## src/rtl/ppib_pkg.sv

```systemverilog
package ppib_pkg;
  localparam int CTRL_W = 4;
  typedef logic [CTRL_W-1:0] ctrl_t;

  // host control codes the bridge reacts to
  localparam ctrl_t C_REST  = 4'h4;
  localparam ctrl_t C_SEL   = 4'hC;
  localparam ctrl_t C_SELAF = 4'hE;
  localparam ctrl_t C_RDLO  = 4'h6;
  localparam ctrl_t C_STB   = 4'h5;
  localparam ctrl_t C_STBAF = 4'h7;

  localparam logic [7:0] ID_PROBE = 8'h04;

  typedef enum logic [1:0] {
    BR_IDLE,
    BR_CONN,
    BR_IDA,
    BR_IDB
  } br_state_t;

  typedef enum logic [1:0] {
    M_WAIT_SEL,
    M_WAIT_AF,
    M_WAIT_SEL2,
    M_WAIT_REST
  } match_step_t;
endpackage

```

## src/rtl/ppib_line_filter.sv

```systemverilog
module ppib_line_filter
  import ppib_pkg::*;
#(
  parameter int DATA_W      = 8,
  parameter int SYNC_STAGES = 2,
  parameter int STABLE_CLKS = 2
) (
  input  logic              clk,
  input  logic              rst_n,
  input  logic [DATA_W-1:0] data_in,
  input  ctrl_t             ctrl_in,
  output logic [DATA_W-1:0] data_s,
  output logic              ctrl_evt,
  output ctrl_t             ctrl_settled,
  output ctrl_t             ctrl_prev
);
  localparam int W     = CTRL_W + DATA_W;
  localparam int CNT_W = $clog2(STABLE_CLKS + 1);
  localparam logic [CNT_W-1:0] CNT_MAX = CNT_W'(STABLE_CLKS);

  logic [SYNC_STAGES-1:0][W-1:0] stage;
  ctrl_t                         s_ctrl;
  ctrl_t                         cand;
  logic [CNT_W-1:0]              cnt;

  always_ff @(posedge clk or negedge rst_n) begin
    if (!rst_n) begin
      for (int i = 0; i < SYNC_STAGES; i++) stage[i] <= {C_REST, {DATA_W{1'b0}}};
    end else begin
      stage[0] <= {ctrl_in, data_in};
      for (int i = 1; i < SYNC_STAGES; i++) stage[i] <= stage[i-1];
    end
  end

  assign s_ctrl = stage[SYNC_STAGES-1][W-1:DATA_W];
  assign data_s = stage[SYNC_STAGES-1][DATA_W-1:0];

  always_ff @(posedge clk or negedge rst_n) begin
    if (!rst_n) begin
      cand         <= C_REST;
      cnt          <= CNT_MAX;
      ctrl_settled <= C_REST;
      ctrl_prev    <= C_REST;
      ctrl_evt     <= 1'b0;
    end else begin
      ctrl_evt <= 1'b0;
      if (s_ctrl != cand) begin
        cand <= s_ctrl;
        cnt  <= CNT_W'(1);
      end else if (cnt < CNT_MAX) begin
        cnt <= cnt + CNT_W'(1);
      end
      if (cnt >= CNT_MAX && cand != ctrl_settled) begin
        ctrl_settled <= cand;
        ctrl_prev    <= ctrl_settled;
        ctrl_evt     <= 1'b1;
      end
    end
  end


  evt_stable_chk: assert property (@(posedge clk) disable iff (!rst_n)
    ctrl_evt |-> $past(s_ctrl, 2) == ctrl_settled);
endmodule

```

## src/rtl/ppib_addr_match.sv

```systemverilog
module ppib_addr_match
  import ppib_pkg::*;
#(
  parameter int DATA_W = 8
) (
  input  logic              clk,
  input  logic              rst_n,
  input  logic              evt,
  input  ctrl_t             evt_val,
  input  logic [DATA_W-1:0] data_s,
  output logic              latch_pulse,
  output logic [DATA_W-1:0] latch_byte
);
  match_step_t step;

  always_ff @(posedge clk or negedge rst_n) begin
    if (!rst_n) begin
      step        <= M_WAIT_SEL;
      latch_pulse <= 1'b0;
      latch_byte  <= '0;
    end else begin
      latch_pulse <= 1'b0;
      if (evt) begin
        unique case (step)
          M_WAIT_SEL:  if (evt_val == C_SEL) step <= M_WAIT_AF;
          M_WAIT_AF:   step <= (evt_val == C_SELAF) ? M_WAIT_SEL2 : M_WAIT_SEL;
          M_WAIT_SEL2: step <= (evt_val == C_SEL) ? M_WAIT_REST : M_WAIT_SEL;
          M_WAIT_REST: begin
            step <= M_WAIT_SEL;
            if (evt_val == C_REST) begin
              latch_pulse <= 1'b1;
              latch_byte  <= data_s;
            end
          end
          default:     step <= M_WAIT_SEL;
        endcase
      end
    end
  end


  latch_on_rest_chk: assert property (@(posedge clk) disable iff (!rst_n)
    latch_pulse |-> ($past(evt) && $past(evt_val) == C_REST));
endmodule

```

## src/rtl/ppib_access_engine.sv

```systemverilog
module ppib_access_engine
  import ppib_pkg::*;
#(
  parameter int DATA_W = 8,
  parameter int IDX_W  = 3,
  parameter int CS_W   = 2
) (
  input  logic              clk,
  input  logic              rst_n,
  input  logic              evt,
  input  ctrl_t             evt_val,
  input  ctrl_t             evt_prev,
  input  logic [DATA_W-1:0] data_s,
  input  logic              latch_pulse,
  input  logic [DATA_W-1:0] latch_byte,
  input  logic [DATA_W-1:0] ide_rdata,
  output logic [IDX_W-1:0]  ide_addr,
  output logic [CS_W-1:0]   ide_cs,
  output logic              ide_rd,
  output logic              ide_wr,
  output logic [DATA_W-1:0] ide_wdata,
  output logic [3:0]        stat,
  output logic              stat_oe
);
  localparam int HALF = DATA_W / 2;

  br_state_t         state;
  logic [DATA_W-1:0] rbuf;
  logic              wr_arm;
  logic [CS_W-1:0]   sel_cs;
  logic              sel_ok;
  logic              probe_hit;

  assign sel_cs    = latch_byte[IDX_W+CS_W-1:IDX_W];
  assign sel_ok    = ($countones(sel_cs) == 1);
  assign probe_hit = (evt_val == C_STBAF) && (evt_prev == C_RDLO) && (data_s == ID_PROBE);
  assign stat_oe   = (state != BR_IDLE);

  always_ff @(posedge clk or negedge rst_n) begin
    if (!rst_n) begin
      state     <= BR_IDLE;
      ide_addr  <= '0;
      ide_cs    <= '0;
      ide_rd    <= 1'b0;
      ide_wr    <= 1'b0;
      ide_wdata <= '0;
      rbuf      <= '0;
      stat      <= '0;
      wr_arm    <= 1'b0;
    end else begin
      ide_rd <= 1'b0;
      ide_wr <= 1'b0;
      if (ide_rd) begin
        rbuf <= ide_rdata;
        stat <= ide_rdata[HALF-1:0];
      end
      if (latch_pulse) begin
        wr_arm <= 1'b0;
        stat   <= '0;
        if (sel_ok) begin
          state    <= BR_CONN;
          ide_addr <= latch_byte[IDX_W-1:0];
          ide_cs   <= sel_cs;
        end else begin
          state  <= BR_IDLE;
          ide_cs <= '0;
        end
      end else if (evt) begin
        if (probe_hit) begin
          state  <= BR_IDA;
          ide_cs <= '0;
          wr_arm <= 1'b0;
          stat   <= 4'b0000;
        end else begin
          unique case (state)
            BR_CONN: begin
              if (evt_val == C_RDLO) begin
                ide_rd <= 1'b1;
              end else if (evt_val == C_REST) begin
                wr_arm <= 1'b0;
                if (evt_prev == C_RDLO) stat <= rbuf[DATA_W-1:HALF];
              end else if (evt_val == C_STBAF) begin
                wr_arm <= (evt_prev == C_STB);
              end else if (evt_val == C_STB) begin
                if (wr_arm && evt_prev == C_STBAF) begin
                  ide_wr    <= 1'b1;
                  ide_wdata <= data_s;
                  wr_arm    <= 1'b0;
                end
              end
            end
            BR_IDA: begin
              if (evt_val == C_REST) begin
                state <= BR_IDB;
                stat  <= 4'b0100;
              end else begin
                state <= BR_IDLE;
                stat  <= '0;
              end
            end
            BR_IDB: begin
              state <= BR_IDLE;
              stat  <= '0;
            end
            default: ;
          endcase
        end
      end
    end
  end


  rd_single_chk: assert property (@(posedge clk) disable iff (!rst_n)
    ide_rd |=> !ide_rd);


  rd_wr_excl_chk: assert property (@(posedge clk) disable iff (!rst_n)
    !(ide_rd && ide_wr));


  strobe_cs_chk: assert property (@(posedge clk) disable iff (!rst_n)
    (ide_rd || ide_wr) |-> $countones(ide_cs) == 1);


  idle_quiet_chk: assert property (@(posedge clk) disable iff (!rst_n)
    !stat_oe |-> (!ide_rd && !ide_wr));
endmodule

```

## src/rtl/ppib_bridge.sv

```systemverilog
module ppib_bridge
  import ppib_pkg::*;
#(
  parameter int DATA_W      = 8,
  parameter int IDX_W       = 3,
  parameter int CS_W        = 2,
  parameter int SYNC_STAGES = 2,
  parameter int STABLE_CLKS = 2
) (
  input  logic              clk,
  input  logic              rst_n,
  input  logic [DATA_W-1:0] pp_data,
  input  logic [3:0]        pp_ctrl,
  output logic [3:0]        pp_stat,
  output logic              pp_stat_oe,
  output logic [IDX_W-1:0]  ide_addr,
  output logic [CS_W-1:0]   ide_cs,
  output logic              ide_rd,
  output logic              ide_wr,
  output logic [DATA_W-1:0] ide_wdata,
  input  logic [DATA_W-1:0] ide_rdata
);
  logic [DATA_W-1:0] data_s;
  logic              evt;
  ctrl_t             evt_val;
  ctrl_t             evt_prev;
  logic              latch_pulse;
  logic [DATA_W-1:0] latch_byte;

  ppib_line_filter #(
    .DATA_W(DATA_W), .SYNC_STAGES(SYNC_STAGES), .STABLE_CLKS(STABLE_CLKS)
  ) u_filter (
    .clk(clk), .rst_n(rst_n), .data_in(pp_data), .ctrl_in(pp_ctrl),
    .data_s(data_s), .ctrl_evt(evt), .ctrl_settled(evt_val), .ctrl_prev(evt_prev)
  );

  ppib_addr_match #(.DATA_W(DATA_W)) u_match (
    .clk(clk), .rst_n(rst_n), .evt(evt), .evt_val(evt_val), .data_s(data_s),
    .latch_pulse(latch_pulse), .latch_byte(latch_byte)
  );

  ppib_access_engine #(.DATA_W(DATA_W), .IDX_W(IDX_W), .CS_W(CS_W)) u_engine (
    .clk(clk), .rst_n(rst_n), .evt(evt), .evt_val(evt_val), .evt_prev(evt_prev),
    .data_s(data_s), .latch_pulse(latch_pulse), .latch_byte(latch_byte),
    .ide_rdata(ide_rdata), .ide_addr(ide_addr), .ide_cs(ide_cs), .ide_rd(ide_rd),
    .ide_wr(ide_wr), .ide_wdata(ide_wdata), .stat(pp_stat), .stat_oe(pp_stat_oe)
  );
endmodule

```

## config.mk

```make
export PLATFORM = sky130hd
export DESIGN_NAME = ppib_bridge
export DESIGN_NICKNAME = d
export VERILOG_FILES = /design/src/rtl/ppib_pkg.sv /design/src/rtl/ppib_line_filter.sv /design/src/rtl/ppib_addr_match.sv /design/src/rtl/ppib_access_engine.sv /design/src/rtl/ppib_bridge.sv
export SDC_FILE = /design/constraint.sdc
export NUM_CORES = 1
export LEC_CHECK = 0
export ABC_AREA = 1
export BUFFER_PORTS_ARGS = -buffer_cell sky130_fd_sc_hd__buf_2
export CORE_ASPECT_RATIO = 1.25
export CORE_UTILIZATION = 58
export DETAILED_ROUTE_END_ITERATION = 7
export PLACE_DENSITY = 0.8
export SYNTH_ARGS = -nofsm -noshare
export SYNTH_HDL_FRONTEND = slang
export SYNTH_SLANG_ARGS = --single-unit
```

## constraint.sdc

```tcl
create_clock -name clk -period 2.7 [get_ports clk]
set_input_delay 0.135 -clock clk [delete_from_list [all_inputs] [get_ports clk]]
set_output_delay 0.135 -clock clk [all_outputs]
set_load 0.01 [all_outputs]
```

==> impl_metrics.json <==
{
  "run_status": "completed",
  "p_leak_nw": 2.01,
  "critPathLaunch": "u_filter.ctrl_prev[2]",
  "netlist_area_sq_mm": 0.00305,
  "wl_met1_microns": 2280,
  "avgViaCountPerCell": 4.90,
  "ys_async_sr_fraction_pct": 100,
  "switching_share_pct": 31.2,
  "crit_chain": "inv_1 > nor2_1 > nand4_1 > inv_1 > nand2_2 > inv_2 > nand2_1 > nand2_1",
  "grt-ovfl-total": 0,
  "hpwl_microns": 3590,
  "io_buffers": 41,
  "clock-sinks": 73,
  "cts_buffer_depth": 2,
  "max-cap-violations": 0,
  "route.detailed.drc": 0,
  "wl_microns": 5310,
  "ys_warn_count": 0,
  "grt_pass1_vias": 2245,
  "yosysMostFrequentCell": "nand2_1",
  "num_io_pins": 42,
  "gp_congestion": 0.855,
  "crit_path_max_incr_delay_ns": 0.54,
  "powerDensity_mw_per_mm2": 667,
  "finalHoldViolations": 0,
  "max_slew_margin_pct": 70.5,
  "seq_area_frac_synth_pct": 60.1,
  "cts_tree": "yes",
  "synth_edf_count": 0,
  "cp_max_fo": 13,
  "fmax_ghz": 0.655,
  "wl_met2_microns": 2730,
  "die-height_microns": 83.1,
  "yosys-top-cells-area": "dfrtp_1 (55%), nand2_1 (12%), dfstp_2 (5.2%)",
  "holdBufCountCts": 17,
  "synth_top_area_cell": "dfrtp_1",
  "power.switching_w": 0.000763,
  "rsz0062_at_grt": "no",
  "syn_area_per_cell_sq_um": 9.45,
  "required_ns": 2.99,
  "finalClockSkew_ns": 0.00888,
  "synth_flop_cell": "dfrtp_1",
  "initial_core_util_pct": 60.1,
  "met3_length_microns": 201,
  "antenna_found_initial": 0,
  "grt_usage_pct": 22.4,
  "cts-root-buf": "clkbuf_8",
  "area_growth_pct": 20.4,
  "htree_num_levels": 3,
  "clkPwrFrac_pct": 32.2,
  "period_share_pct": 56.5,
  "tightest_slew_ns": 0.443,
  "grt_max_degree": 74,
  "setup_ws_ns": 1.17,
  "place_ws_ns": 1.18,
  "arrival_ns": 1.82,
  "crit_type": "flip-flop to flip-flop",
  "internal-power_w": 0.00169,
  "worstSetupStartpointType": "flip-flop",
  "crit_slowest_cell": "dfstp_2",
  "setup_viol": 0,
  "rows": 29,
  "drtIter0Drc": 96,
  "postRouteAntennaNets": 0,
  "top_layer": "met4",
  "ys_types": 30,
  "clk_pin_slew_worst_paths_ns": 0.08,
  "syn_nets": 348,
  "clk_latency_ns": 0.35,
  "dieArea_sq_mm": 0.00556,
  "peakVddDrop_mv": 0.573,
  "seq_area_sq_mm": 0.00183,
  "num_antenna_cells": 0,
  "seq_power_share_pct": 52.6,
  "fin_crit_ns": 1.53,
  "dr_total_vias": 2219,
  "fin_nets": 411,
  "hp-start": "ide_rdata[2]",
  "routedWlPerCell_microns": 11.7,
  "multi_input_area_sq_mm": 0.00101,
  "p_comb_share_pct": 15.2,
  "floorplan.die.width_microns": 66.9,
  "r2r_setup_slack_ns": 1.17,
  "ys_seq_elements": 73,
  "r2r-start": "u_filter.ctrl_prev[2]",
  "grt_pass1_wl_microns": 9120,
  "tns_ns": 0,
  "post_cts_buffers": 0,
  "fillers": 401,
  "synth_top_area_share_pct": 54.9,
  "yosys-top-cells-count": "nand2_1 (101), dfrtp_1 (67), inv_1 (42)",
  "syn_inst": 323,
  "drive_gt1_share_pct": 22.8,
  "first_pass_iters": 4,
  "core_sq_mm": 0.00508,
  "drv_slew": 0,
  "hp-class": "primary input to flip-flop",
  "cts_buffers": 9,
  "end_kind": "flip-flop",
  "cts.repair.resized": 0
}
-- layout by cell type, fill, tap and decap left out, drive strengths merged --
master,n
xor2,7
o31ai,1
o41ai,1
nand3,21
clkbuf,9
a21oi,1
buf,42
o21a,1
dlygate4sd3,17
dfstp,6
nand4,2
clkinv,1
clkinvlp,2
o21ai,22
nand2,106
inv,50
dfrtp,67
ha,3
xnor2,2
or2,1
mux2,4
nor2,24
nor3,1
-- layout make-up --
type                       instances  share of cell area [%]
sequential                        73                    49.9
multi-input combinational        197                    27.5
timing repair buffer              59                    10.8
inverter                          46                    4.70
clock buffer                       9                    3.37
tap                               62                    2.11
clock inverter                     7                    1.67
-- power groups by stage --
stage	clock network (W)	registers [W]	logic, W
2_1_floorplan	0	0.00129	0.000262
3_3_place_gp	0	0.00130	0.000346
3_5_place_dp	0	0.00131	0.000357
4_1_cts	0.000810	0.00129	0.000376
5_1_grt	0.000857	0.00131	0.000422
6_report	0.000789	0.00129	0.000371
-- worst paths after layout --
| kind | end | cells past startpoint |
|---|---|---|
| setup / recovery | u_engine.ide_wdata[5] | 8 |
| hold / removal | u_engine.stat[2] | 5 |
| setup reg to reg | u_engine.ide_wdata[5] | 8 |
| hold reg to reg | u_filter.s_ctrl[3] | 0 |
| max in group asynchronous | u_filter.cnt[1] | 3 |
| min in group asynchronous | u_engine.rbuf[7] | 3 |
-- through the flow --
step,hold WS (ns),utilization [%],area [sq um],power [W],std cells
after floorplan,-0.161,-,3050,0.00155,323
after global placement,0.186,65.3,3320,0.00165,420
after detailed placement,0.191,65.3,3320,0.00167,420
after CTS,0.197,72.3,3670,0.00247,453
after global routing,0.239,72.3,3670,0.00259,453
final,0.197,72.3,3670,0.00245,453
-- registers in the layout, indices dropped and copies added (netlist names), 3 cells and up --
signal and flops:
u_filter.s_ctrl 4, u_match.latch_byte 5, u_engine.rbuf 4, u_filter.data_s 8, u_engine.stat 4, u_filter.ctrl_settled 4
u_engine.ide_addr 3, u_filter.ctrl_prev 4, u_filter.cand 4, u_engine.ide_wdata 8, u_filter.stage 12
-- logic make-up after synthesis --
kind of cell | count (synthesis) | synth area share (%)
compound gates | 26 | 5.04
xor+xnor | 9 | 2.58
fa+ha+maj | 3 | 1.23
buf+inv | 53 | 6.81
flops | 73 | 60.1
mux | 4 | 1.48
simple gates | 155 | 22.8
-- worst max-delay path: cells and delay by family, from the launching register on --
| kind | cells | cell delay (ns) |
|---|---|---|
| buffers and inverters | 3 | 0.29 |
| DFF | 1 | 0.54 |
| and+or+nand+nor | 5 | 0.64 |
-- metal layers --
layer  GRT usage, %  vias up
met3           6.32       12
met5              0        -
met1           25.3     1030
met2           36.8       54
li1               -     1123
met4           12.8        0
No activity file was read; power rests on OpenSTA's default activity.
